--- src/rtl/pollm_pkg.sv ---
package pollm_pkg;

    typedef enum logic [2:0] {
        ST_IDLE,
        ST_START,
        ST_BIT_LO,
        ST_BIT_HI,
        ST_STOP_LO,
        ST_STOP_HI,
        ST_FREE,
        ST_REPORT
    } poll_state_e;

    localparam int unsigned FRAME_BITS = 9;
    localparam int unsigned IDX_W      = $clog2(FRAME_BITS + 1);
    localparam logic [3:0]  DEV_CODE   = 4'b1010;

endpackage

--- src/rtl/pollm_timer.sv ---
module pollm_timer #(
    parameter int unsigned W = 8
) (
    input  logic         clk,
    input  logic         rst_n,
    input  logic         load,
    input  logic [W-1:0] load_val,
    output logic         expired
);
    logic [W-1:0] cnt_q;

    always_ff @(posedge clk or negedge rst_n) begin
        if (!rst_n) begin
            cnt_q <= '0;
        end else if (load) begin
            cnt_q <= (load_val == '0) ? '0 : load_val - 1'b1;
        end else if (cnt_q != '0) begin
            cnt_q <= cnt_q - 1'b1;
        end
    end

    assign expired = (cnt_q == '0);
endmodule

--- src/rtl/pollm_tries.sv ---
module pollm_tries #(
    parameter int unsigned W = 8
) (
    input  logic         clk,
    input  logic         rst_n,
    input  logic         clear,
    input  logic         bump,
    input  logic [W-1:0] limit,
    output logic [W-1:0] count,
    output logic         at_limit
);
    localparam logic [W-1:0] CNT_MAX = '1;

    logic [W-1:0] cnt_q;

    always_ff @(posedge clk or negedge rst_n) begin
        if (!rst_n) begin
            cnt_q <= '0;
        end else if (clear) begin
            cnt_q <= '0;
        end else if (bump && cnt_q != CNT_MAX) begin
            cnt_q <= cnt_q + 1'b1;
        end
    end

    assign count    = cnt_q;
    assign at_limit = (limit != '0) && (cnt_q >= limit);
endmodule

--- src/rtl/pollm_ack_poller.sv ---
module pollm_ack_poller
    import pollm_pkg::*;
#(
    parameter int unsigned TW = 8,
    parameter int unsigned AW = 8
) (
    input  logic          clk,
    input  logic          rst_n,
    input  logic          poll_req,
    input  logic [2:0]    chip_sel,
    input  logic [AW-1:0] max_tries,
    input  logic [TW-1:0] t_low,
    input  logic [TW-1:0] t_high,
    input  logic          sda_i,
    output logic          scl_oe,
    output logic          sda_oe,
    output logic          busy,
    output logic          done,
    output logic          fail,
    output logic [AW-1:0] attempts
);
    localparam logic [IDX_W-1:0] ACK_IDX = IDX_W'(FRAME_BITS - 1);

    poll_state_e state_q, state_d;

    logic [2:0]       cs_q;
    logic [AW-1:0]    lim_q;
    logic [TW-1:0]    lo_q, hi_q;
    logic [IDX_W-1:0] idx_q;
    logic             acked_q;
    logic             expired;
    logic             at_limit;
    logic             tmr_load;
    logic [TW-1:0]    tmr_val;
    logic             accept;
    logic             ack_slot;
    logic [7:0]       ctrl_byte;
    logic             bit_drive;

    assign accept    = (state_q == ST_IDLE) && poll_req;
    assign ack_slot  = (state_q == ST_BIT_HI) && expired && (idx_q == ACK_IDX);
    assign ctrl_byte = {DEV_CODE, cs_q, 1'b0};

    // Next-state logic
    always_comb begin
        state_d = state_q;
        unique case (state_q)
            ST_IDLE:    if (poll_req) state_d = ST_START;
            ST_START:   if (expired)  state_d = ST_BIT_LO;
            ST_BIT_LO:  if (expired)  state_d = ST_BIT_HI;
            ST_BIT_HI:  if (expired)  state_d = (idx_q == ACK_IDX) ? ST_STOP_LO : ST_BIT_LO;
            ST_STOP_LO: if (expired)  state_d = ST_STOP_HI;
            ST_STOP_HI: if (expired)  state_d = ST_FREE;
            ST_FREE:    if (expired)  state_d = (acked_q || at_limit) ? ST_REPORT : ST_START;
            ST_REPORT:                state_d = ST_IDLE;
            default:                  state_d = ST_IDLE;
        endcase
    end

    // Phase length for the state being entered
    always_comb begin
        unique case (state_d)
            ST_START, ST_BIT_HI, ST_STOP_HI: tmr_val = (state_q == ST_IDLE) ? t_high : hi_q;
            ST_BIT_LO, ST_STOP_LO, ST_FREE:  tmr_val = lo_q;
            default:                         tmr_val = TW'(1);
        endcase
    end

    assign tmr_load = (state_d != state_q);

    // State register and per-poll registers
    always_ff @(posedge clk or negedge rst_n) begin
        if (!rst_n) begin
            state_q <= ST_IDLE;
            cs_q    <= '0;
            lim_q   <= '0;
            lo_q    <= '0;
            hi_q    <= '0;
            idx_q   <= '0;
            acked_q <= 1'b0;
        end else begin
            state_q <= state_d;
            if (accept) begin
                cs_q    <= chip_sel;
                lim_q   <= max_tries;
                lo_q    <= t_low;
                hi_q    <= t_high;
                acked_q <= 1'b0;
            end
            if (state_q == ST_START) begin
                idx_q <= '0;
            end else if (state_q == ST_BIT_HI && expired) begin
                idx_q <= idx_q + 1'b1;
            end
            if (ack_slot) begin
                acked_q <= ~sda_i;
            end
        end
    end

    // Bit to drive: control byte MSB first, then released for acknowledge
    always_comb begin
        bit_drive = 1'b0;
        if (idx_q < ACK_IDX) begin
            bit_drive = ~ctrl_byte[3'(7 - int'(idx_q))];
        end
    end

    // Moore outputs
    always_comb begin
        scl_oe = 1'b0;
        sda_oe = 1'b0;
        done   = 1'b0;
        fail   = 1'b0;
        unique case (state_q)
            ST_IDLE, ST_FREE: ;
            ST_START:   sda_oe = 1'b1;
            ST_BIT_LO:  begin scl_oe = 1'b1; sda_oe = bit_drive; end
            ST_BIT_HI:  sda_oe = bit_drive;
            ST_STOP_LO: begin scl_oe = 1'b1; sda_oe = 1'b1; end
            ST_STOP_HI: sda_oe = 1'b1;
            ST_REPORT:  begin done = acked_q; fail = ~acked_q; end
            default: ;
        endcase
    end

    assign busy = (state_q != ST_IDLE);

    pollm_timer #(.W(TW)) u_timer (
        .clk      (clk),
        .rst_n    (rst_n),
        .load     (tmr_load),
        .load_val (tmr_val),
        .expired  (expired)
    );

    pollm_tries #(.W(AW)) u_tries (
        .clk      (clk),
        .rst_n    (rst_n),
        .clear    (accept),
        .bump     (ack_slot),
        .limit    (lim_q),
        .count    (attempts),
        .at_limit (at_limit)
    );
endmodule

--- config.mk ---
export PLATFORM = sky130hd
export DESIGN_NAME = pollm_ack_poller
export DESIGN_NICKNAME = d
export VERILOG_FILES = /design/src/rtl/pollm_pkg.sv /design/src/rtl/pollm_timer.sv /design/src/rtl/pollm_tries.sv /design/src/rtl/pollm_ack_poller.sv
export SDC_FILE = /design/constraint.sdc
export NUM_CORES = 1
export LEC_CHECK = 0
export ABC_AREA = 1
export ABC_CLOCK_PERIOD_IN_PS = 5650
export BUFFER_PORTS_ARGS = -buffer_cell sky130_fd_sc_hd__buf_2
export CAP_MARGIN = 40
export CORE_MARGIN = 3
export CORE_UTILIZATION = 45
export CTS_CLUSTER_SIZE = 16
export DETAILED_ROUTE_END_ITERATION = 6
export PLACE_DENSITY = 0.64
export SETUP_SLACK_MARGIN = 0.1
export SLEW_MARGIN = 0
export SYNTH_ARGS = -nofsm -noshare
export SYNTH_HDL_FRONTEND = slang
export SYNTH_HIERARCHICAL = 1
export SYNTH_SLANG_ARGS = --single-unit
--- constraint.sdc ---
create_clock -name clk -period 5.65 [get_ports clk]
set_clock_uncertainty 0.15 [all_clocks]
set_input_delay 1.13 -clock clk [delete_from_list [all_inputs] [get_ports clk]]
set_output_delay 1.13 -clock clk [all_outputs]
set_load 0.02 [all_outputs]
==> results of run 1 <==
power by group through the flow:
stage | Combinational [mW] | Sequential, mW | Clock, mW
final | 0.819 | 0.614 | 0.230
after global routing | 0.964 | 0.634 | 0.252
after CTS | 0.826 | 0.615 | 0.237
after detailed placement | 0.823 | 0.622 | 0
after global placement | 0.811 | 0.619 | 0
after floorplan | 0.655 | 0.598 | 0
final cells by class:
class / count / area (um^2) / share of cell area (%)
clock inverters: 3 / 26.3 / 0.710
multi-input cells: 341 / 1730 / 46.7
inverters: 66 / 253 / 6.83
well taps: 96 / 120 / 3.25
flip-flops and latches: 51 / 1280 / 34.5
clock buffers: 5 / 68.8 / 1.86
repair buffers: 45 / 230 / 6.22
worst reg2reg max path, stage by stage, from the launching register on:
cell	delay, ns
sky130_fd_sc_hd__dfrtp_1	0.41
sky130_fd_sc_hd__inv_1	0.10
sky130_fd_sc_hd__ha_1	0.19
sky130_fd_sc_hd__inv_2	0.05
sky130_fd_sc_hd__nor2_4	0.13
sky130_fd_sc_hd__nand4_4	0.11
sky130_fd_sc_hd__nor2_4	0.20
sky130_fd_sc_hd__nand2_1	0.07
sky130_fd_sc_hd__inv_1	0.05
sky130_fd_sc_hd__nand3_1	0.10
sky130_fd_sc_hd__nor2_2	0.23
sky130_fd_sc_hd__nor2_2	0.08
sky130_fd_sc_hd__nand2_2	0.16
sky130_fd_sc_hd__nand2_1	0.07
sky130_fd_sc_hd__nand2_1	0.06
sky130_fd_sc_hd__nand3_1	0.08
sky130_fd_sc_hd__inv_1	0.13
sky130_fd_sc_hd__ha_1	0.16
sky130_fd_sc_hd__nand3_1	0.08
sky130_fd_sc_hd__nor2_2	0.15
sky130_fd_sc_hd__nor2_4	0.07
sky130_fd_sc_hd__nand2_1	0.07
sky130_fd_sc_hd__nand2_1	0.05
sky130_fd_sc_hd__nand2_1	0.05
sky130_fd_sc_hd__nand2_1	0.04
synthesized netlist by cell type (all sizes together):
| cell | n |
|---|---|
| a21boi | 1 |
| a21o | 1 |
| a21oi | 12 |
| buf | 6 |
| clkbuf | 3 |
| clkinv | 3 |
| dfrtp | 51 |
| ha | 15 |
| inv | 63 |
| nand2 | 177 |
| nand3 | 43 |
| nand4 | 6 |
| nor2 | 39 |
| nor3 | 2 |
| nor3b | 1 |
| nor4 | 2 |
| o2111ai | 1 |
| o21ai | 32 |
| o21bai | 1 |
| o22ai | 2 |
| o31ai | 1 |
| or2 | 1 |
| xnor2 | 2 |
| xor2 | 2 |
worst paths after layout:
check,start,slack (ns),depth (start not counted),endpoint
max reg2reg,u_timer/cnt_q[0],2.53,24,u_timer/cnt_q[1]
max in group asynchronous,rst_n,4.14,2,lo_q[0]
max,u_timer/cnt_q[0],2.53,24,u_timer/cnt_q[1]
min in group asynchronous,rst_n,0.76,2,u_tries/count[4]
min,lo_q[1],0.34,2,lo_q[1]
min reg2reg,lo_q[1],0.34,2,lo_q[1]
stage by stage:
stage | util, % | std cells | cell area (um^2) | power, mW | hold WS, ns
6_report | 53.0 | 607 | 3700 | 1.66 | 0.344
5_1_grt | 53.0 | 607 | 3700 | 1.85 | 0.355
4_1_cts | 53.0 | 607 | 3700 | 1.68 | 0.346
3_5_place_dp | 51.6 | 599 | 3610 | 1.44 | 0.318
3_3_place_gp | 51.6 | 599 | 3610 | 1.43 | 0.317
2_1_floorplan | - | 467 | 3320 | 1.25 | 0.299
registers in the layout, indices dropped and copies added (netlist names):
name and cells:
acked_q 1, lim_q 8, u_tries/count 8, state_q 3, hi_q 8, u_timer/cnt_q 8
cs_q 3, idx_q 4, lo_q 8
layer usage:
metal,up-vias,wire length [um]
li1,1558,-
met1,1304,3510
met2,52,3310
met3,8,257
met4,0,91
met5,-,0
logic make-up after synthesis:
| kind of cell | after synthesis | synth area share [%] |
|---|---|---|
| AND/OR/NAND/NOR | 271 | 36.9 |
| buffers and inverters | 75 | 9.43 |
| flip-flops | 51 | 38.5 |
| AO/OA/AOI/OAI | 51 | 8.49 |
| XOR/XNOR | 4 | 1.06 |
| adder cells (fa/ha/maj) | 15 | 5.66 |
==> summary by stage, run 1 <==
Clock tree
TritonCTS built the clock tree. Counting along the longest clock path gives a buffer depth of 2. The number of sinks driven by the clock tree is 51. The maximum level of the CTS H-tree is 2.

Clock latency on the worst-skew pair, taken at its later pin, is 0.32 ns. Post-CTS timing repair inserted 0 buffers for setup. Clock tree synthesis selected as its root buffer the cell sky130_fd_sc_hd__clkbuf_8.

The post-CTS clock slew at the launch and capture registers of the worst setup and hold paths is 0.10 ns. The cts-stage hold buffer count is 0. The number of buffers added by the clock tree synthesis step is 5.

Once the clock tree was built, the resizer swapped 0 gates to a different size.

Timing
The worst path uses 55.3% of the clock period. At the pin with the least slew margin, the transition time is 0.665 ns. The hold violation count in the final report came to 0.

The final count of pins violating max slew is 0. Counting I/O delays and the setup requirement, the final critical path takes 3.12 ns. Setup repair after global routing left no endpoint under its margin.

The aggregate negative setup slack is 0 ns. Setup violations remaining at the end of the flow were counted as 0. The worst path meets setup with 2.53 ns of slack. The headroom to the max-slew limit is 55.6%. The maximum achievable frequency is 0.320 GHz.

Synthesis
Of the synthesized area, sequential elements account for 38.5%. The number of flip-flops and latches in the synthesized netlist is 51. Counting every instance in the synthesized netlist gives 467.

Synthesis produced a netlist with a net count of 513. The share of synthesized area in the top cell type comes to 38.5%. The post-synthesis cell type with the largest combined area is sky130_fd_sc_hd__dfrtp_1. The mean instance size in the synthesized netlist is 7.10 um^2. The synthesized cell area is 3320 um^2.

During synthesis, Yosys emitted a total of 6 warnings. Sorting the synthesized cells by area gives the leading types as sky130_fd_sc_hd__dfrtp_1, sky130_fd_sc_hd__nand2_1, sky130_fd_sc_hd__inv_1, sky130_fd_sc_hd__nand3_1, sky130_fd_sc_hd__ha_1. The number of distinct library cells after synthesis is 36.

Critical path
Data arrives at the worst endpoint at 3.19 ns. The critical path contains buffers and inverters numbering 4 combined. The critical path start-end classification is reg2reg.

The top cell family by delay on the critical path is simple AND/OR/NAND/NOR gates. The largest stage delay on the critical path is 0.41 ns. STA classifies the critical path startpoint as a flip-flop. The endpoint kind of the worst setup timing path is a flip-flop. The largest driver fanout on the critical path is 9. Traced cell by cell, the critical path runs through inv_1, ha_1, inv_2, nor2_4, nand4_4, nor2_4, nand2_1, inv_1, nand3_1, nor2_2, nor2_2, nand2_2, nand2_1, nand2_1, nand3_1, inv_1, ha_1, nand3_1, nor2_2, nor2_4, nand2_1, nand2_1, nand2_1, nand2_1. The cell type with the highest occurrence count on the critical path is sky130_fd_sc_hd__nand2_1. The cell with the biggest individual delay on the critical path is sky130_fd_sc_hd__dfrtp_1. STA puts the critical path data required time at 5.71 ns.

Power and ir drop
VDD sags by at most 199 uV. The cell area power density is 449 nW/um^2. The logic gate share of total power is 49.2%. The switching power summed over all nets is 0.773 mW. The internal power of the cells totals 0.890 mW.

Of the total power, the share spent switching nets is 46.5%. The clock network is responsible for 13.8% of the overall power. The share of power burned in registers is 36.9%. The static leakage is 1.99 nW.

Global route
Entering global routing, the biggest net connects 52 pins. The met3 track demand over resource is 2.79%. The number of antenna violations at the first check in global routing was 0. Global routing consumed, on the met1 layer, 24.3% of the routing resources. For this run the aggregate overflow at the end of global routing stands at 0.

The routing layer with the top usage in global route is met2. The global-route wire length before repair is 12.5 mm. The via count of the first global-routing pass is 2,809.

Global routing consumed, over all layers together, 17.9% of the routing resources. For this run, global-route usage on met2 was measured as 29.4%.

Routing
In the routed design, unresolved DRC markers number 0. The final routed wire length divided by cell count is 11.8 um. The initial DRC count is 95. The first-pass detailed-route iteration total is 5. The final routed wirelength across all metal layers is 7.16 mm. The total number of vias is 2,922. The average vias per placed instance is 4.81. The detail route stage leaves a number of antenna-violating nets equal to 0.

Final layout
The total number of nets in the final design is 556. Leaving out fill and tap cells, the most frequent cell in the layout is sky130_fd_sc_hd__nand2_1. Of the cells placed in the final design, the portion with a size suffix greater than 1 is 16.8%. In the layout the commonest cells are sky130_fd_sc_hd__nand2_1, sky130_fd_sc_hd__inv_1, sky130_fd_sc_hd__dfrtp_1. The number of antenna diodes in the final layout is 0. From synthesis to final layout, the design area changed by 11.6%.

The count of fill cells added during filler insertion is 725.

Floorplanning
The floorplan has 30 rows. Once the floorplan was initialized, standard cells occupied 47.5% of the core. The die width is 91.8 um. The height of the chip is 91.8 um. The count of pins on the block boundary is 44.

The die area is 8430 um^2. The core region is 6980 um^2.

Worst hold path
The path class of the tightest hold or removal check is reg2reg.

Placement
Buffers placed on the I/O ports in this run total 43. Detailed placement ended at an HPWL of 5.34 mm. The routability congestion estimate is 0.826.

The post-place setup slack is 2.51 ns.

Run status
The flow ran to the end, and the final reports show no timing, DRC or antenna violations.

Job
Max-cap violations in this run came to 0.
No activity file was read; power rests on OpenSTA's default activity.
==> run 2, diff against run 1 <==
--- a/config.mk
+++ b/config.mk
@@ -5,15 +5,15 @@
 export SDC_FILE = /design/constraint.sdc
 export NUM_CORES = 1
 export LEC_CHECK = 0
-export ABC_AREA = 1
-export ABC_CLOCK_PERIOD_IN_PS = 5650
+export ABC_AREA = 0
+export ABC_CLOCK_PERIOD_IN_PS = 2600
 export BUFFER_PORTS_ARGS = -buffer_cell sky130_fd_sc_hd__buf_2
 export CAP_MARGIN = 40
 export CORE_MARGIN = 3
 export CORE_UTILIZATION = 45
 export CTS_CLUSTER_SIZE = 16
 export DETAILED_ROUTE_END_ITERATION = 6
-export PLACE_DENSITY = 0.64
+export PLACE_DENSITY = 0.67
 export SETUP_SLACK_MARGIN = 0.1
 export SLEW_MARGIN = 0
 export SYNTH_ARGS = -nofsm -noshare
==> constraint.sdc (replaced) <==
create_clock -name clk -period 2.6 [get_ports clk]
set_clock_uncertainty 0.15 [all_clocks]
set_input_delay 0.52 -clock clk [delete_from_list [all_inputs] [get_ports clk]]
set_output_delay 0.52 -clock clk [all_outputs]
set_load 0.02 [all_outputs]
==> summary by stage, run 2 <==
Global route
The overall overflow remaining after global route is 0. The global-route wire length before repair is 12.4 mm. Global routing consumed, over all layers together, 20.4% of the routing resources. The number of antenna violations at the first check in global routing is 0.

The pin count of the biggest net entering global routing is 38. The via count of the first global-routing pass is 2,731.

Floorplanning
In this run the standard cell core region covers 6460 um^2. The count of pins on the block boundary is 44. The die area is 7780 um^2. The die is 88.2 um wide. The height of the chip is 88.2 um. The number of cell rows is 29. For this configuration, the core starts out at a cell density of 47.1%.

Synthesis
In the synthesized netlist the dominant register cell turns out to be sky130_fd_sc_hd__dfrtp_1. Ranked by instance count, the synthesized netlist is headed by sky130_fd_sc_hd__dfrtp_1, sky130_fd_sc_hd__mux2_2, sky130_fd_sc_hd__inv_1. The synthesized design contains 0 enable-type register cells.

The synthesized netlist occupies a cell area of 3040 um^2. The post-synthesis cell type with the largest combined area is sky130_fd_sc_hd__dfrtp_1. The share of the synthesized area in the top cell type is 42.0%. The async set or reset register ratio after synthesis is 100%.

The most used standard cell by instance count after synthesis is sky130_fd_sc_hd__dfrtp_1. After synthesis, the cell types taking the most area are sky130_fd_sc_hd__dfrtp_1, sky130_fd_sc_hd__mux2_2, sky130_fd_sc_hd__ha_1, sky130_fd_sc_hd__mux2i_1, sky130_fd_sc_hd__xnor2_1. The proportion of synthesized chip area in sequential cells is 42.0%. Synthesis handed over a netlist of 301 instances. The number of distinct library cells after synthesis is 56. The post-synth net total is 347. After synthesis the netlist holds a flip-flop and latch count of 51.

The mean instance size in the synthesized netlist is 10.1 um^2. The count of yosys warnings during synthesis is 6.

Final layout
In the layout the commonest cells are sky130_fd_sc_hd__buf_4, sky130_fd_sc_hd__dfrtp_1, sky130_fd_sc_hd__buf_2. The share of final-layout standard cells stronger than drive strength 1 is 47.9%. The final layout contains 465 nets.

Measured on the finished design, the core utilization comes to 65.9%. The most common library cell in the layout ignoring fill and taps is sky130_fd_sc_hd__buf_4. 0 antenna diodes ended up in the layout. The synthesis-to-finish area growth is 40.0%.

Routing
The antenna violation net count after detailed routing is 0. The final routed wire length divided by cell count is 15.1 um. The final routed wirelength across all metal layers is 7.49 mm. The average vias per placed instance is 5.34. For this run, design rule violations remaining after detail routing come to 0. Summing over every cut layer, the via total after detailed routing is 2,654.

The initial DRC count is 57. For this run, the detailed router's first-pass iteration total came to 4.

Clock tree
TritonCTS built the clock tree. Clock latency on the worst-skew pair, taken at its later pin, is 0.30 ns. The maximum level of the CTS H-tree is 2. The cell sitting at the root of the clock tree is a sky130_fd_sc_hd__clkbuf_8. The number of buffers added by the clock tree synthesis step is 5. After clock tree synthesis, the clock-pin slew on the worst setup and hold paths is 0.09 ns. The number of buffers on the longest clock path is 2. The number of sinks driven by the clock tree is 51.

Timing
After layout, the worst setup slack is -0.843 ns. Setup repair after global routing could not meet its margin everywhere. The slew at the pin closest to its max-slew limit is 0.642 ns.

The final count of pins violating max slew was 0. Setup violations remaining at the end of the flow were counted as 8. Measured against its own limit, the worst slew margin works out to 56.6%. Adding up every negative setup slack in the final design gives -5.60 ns.

The hold violation count in the final report is 0. The time the worst path needs with I/O delays and setup is 3.44 ns. The maximum achievable frequency is 0.290 GHz. The period utilization is 132%.

Power and ir drop
The static leakage is 1.92 nW. The clock power share is 10.6%. Of the total power, combinational logic draws 63.0%.

The net switching share of the total power is 39.5%. For this design the ratio of total power to cell area is 1220 nW/um^2. The maximum vdd ir drop is 644 uV. The switching power summed over all nets is 2.06 mW.

In this run, flip-flops and latches consume 26.4% of the power. Cell internal power was estimated by the tool at 3.16 mW.

Critical path
The number of buffers and inverters on the critical path is 0. The top cell family by delay on the critical path is simple AND/OR/NAND/NOR gates. The startpoint of the lowest-slack register-to-register path is u_tries/count[3]. STA puts the critical path data arrival time at 3.49 ns.

The critical path goes through ha_4, o21ai_2, a221o_1, a31oi_1, nor3b_1, or3_4, nand3b_4, o21ai_2, or4_4, nor4_4, mux2_4, a22o_1. For this design, the slowest cell found on the critical path is sky130_fd_sc_hd__or4_4. The largest driver fanout on the critical path is 5.

The cell type with the highest occurrence count on the critical path is sky130_fd_sc_hd__o21ai_2. The element type at the critical path start is a flip-flop. The largest stage delay on the critical path is 0.58 ns.

The required time of the critical path is 2.65 ns. The critical path start-end classification is reg2reg. The critical path starts at u_tries/count[3]. The endpoint kind of the worst setup timing path is a flip-flop.

Run status
The checks that failed: negative setup slack. The run finished, with violations left.

Job
The count of max-cap constraint violations is 0.

Placement
Detailed placement finished with a half-perimeter wire length of 5.54 mm. The post-place setup slack is -0.870 ns. The routability congestion estimate is 0.879. The count of buffers added on input and output ports is 43.

Worst hold path
In this run the worst hold path is classified as in2async.
==> run 2: changes by cell type after synthesis, moves of 10 or more <==
cell,change
sky130_fd_sc_hd__nand3_1,-32
sky130_fd_sc_hd__xnor2_1,+10
sky130_fd_sc_hd__mux2i_1,+14
sky130_fd_sc_hd__inv_1,-33
sky130_fd_sc_hd__mux2_2,+26
sky130_fd_sc_hd__o21ai_0,-18
sky130_fd_sc_hd__nand2_1,-152
==> run 2: layer usage <==
layer,wire length (um),vias to the layer above,global-route usage [%]
li1,-,1321,-
met1,3280,1278,25.6
met3,219,13,3.54
met4,161,0,7.97
met5,0,-,0
met2,3840,42,35.0
==> run 2: cell families after synthesis <==
kind of cell,share of synthesized area (%)
xor gates and xnor gates,4.61
AOI/OAI and AO/OA,12.3
muxes,14.6
DFF,42.0
adders and majority gates,6.17
buffers and inverters,4.61
and+or+nand+nor,15.7
==> run 2: worst register-to-register path, delay by kind of cell (launching register included) <==
| kind | cells | cell delay [ns] |
|---|---|---|
| AO/OA/AOI/OAI | 5 | 0.86 |
| adder cells (fa/ha/maj) | 1 | 0.27 |
| flip-flops | 1 | 0.44 |
| multiplexers | 1 | 0.32 |
| AND/OR/NAND/NOR | 5 | 1.30 |
==> run 2: what timing repair did <==
| item | in CTS | in global routing |
|---|---|---|
| setup endpoints to repair | 13 | 15 |
| hold buffers | 0 | 0 |
| pin swaps | 5 | 11 |
| setup buffers | 4 | 7 |
| hold endpoints to repair | 0 | 0 |
| gates resized for setup | 16 | 20 |
==> run 2: final cells by class <==
type | instances | area [um^2]
Fill cell | 520 | 2200
Multi-Input combinational cell | 215 | 1840
Sequential cell | 51 | 1280
Timing Repair Buffer | 121 | 833
Inverter | 25 | 96.3
Tap cell | 77 | 96.3
Clock buffer | 7 | 76.3
Clock inverter | 1 | 30.0
==> run 2: final timing paths <==
| kind | endpoint | slack, ns | cells past startpoint |
|---|---|---|---|
| worst max-delay path | u_timer/cnt_q[7] | -0.84 | 12 |
| worst min-delay path | u_timer/cnt_q[3] | 0.02 | 1 |
| worst max register to register | u_timer/cnt_q[7] | -0.84 | 12 |
| worst min register to register | cs_q[0] | 0.36 | 1 |
| max in group asynchronous | u_tries/count[5] | 1.73 | 2 |
| min in group clk | cs_q[1] | 0.29 | 2 |
==> run 2: power groups by stage <==
stage | combinational [mW] | sequential (mW) | clock [mW]
2_1_floorplan | 1.63 | 1.45 | 0
3_3_place_gp | 2.82 | 1.36 | 0
3_5_place_dp | 2.90 | 1.38 | 0
4_1_cts | 3.08 | 1.36 | 0.568
5_1_grt | 3.60 | 1.42 | 0.599
6_report | 3.28 | 1.38 | 0.553
==> run 2: metrics by stage <==
stage,instances,cell area (um^2),hold WS (ns),power (mW)
floorplan,301,3100,0.0744,3.08
global placement,479,3910,0.339,4.18
detailed placement,479,3910,0.346,4.28
CTS,491,4120,0.0189,5.01
global route,497,4260,0.0340,5.62
finish,497,4260,0.0184,5.21
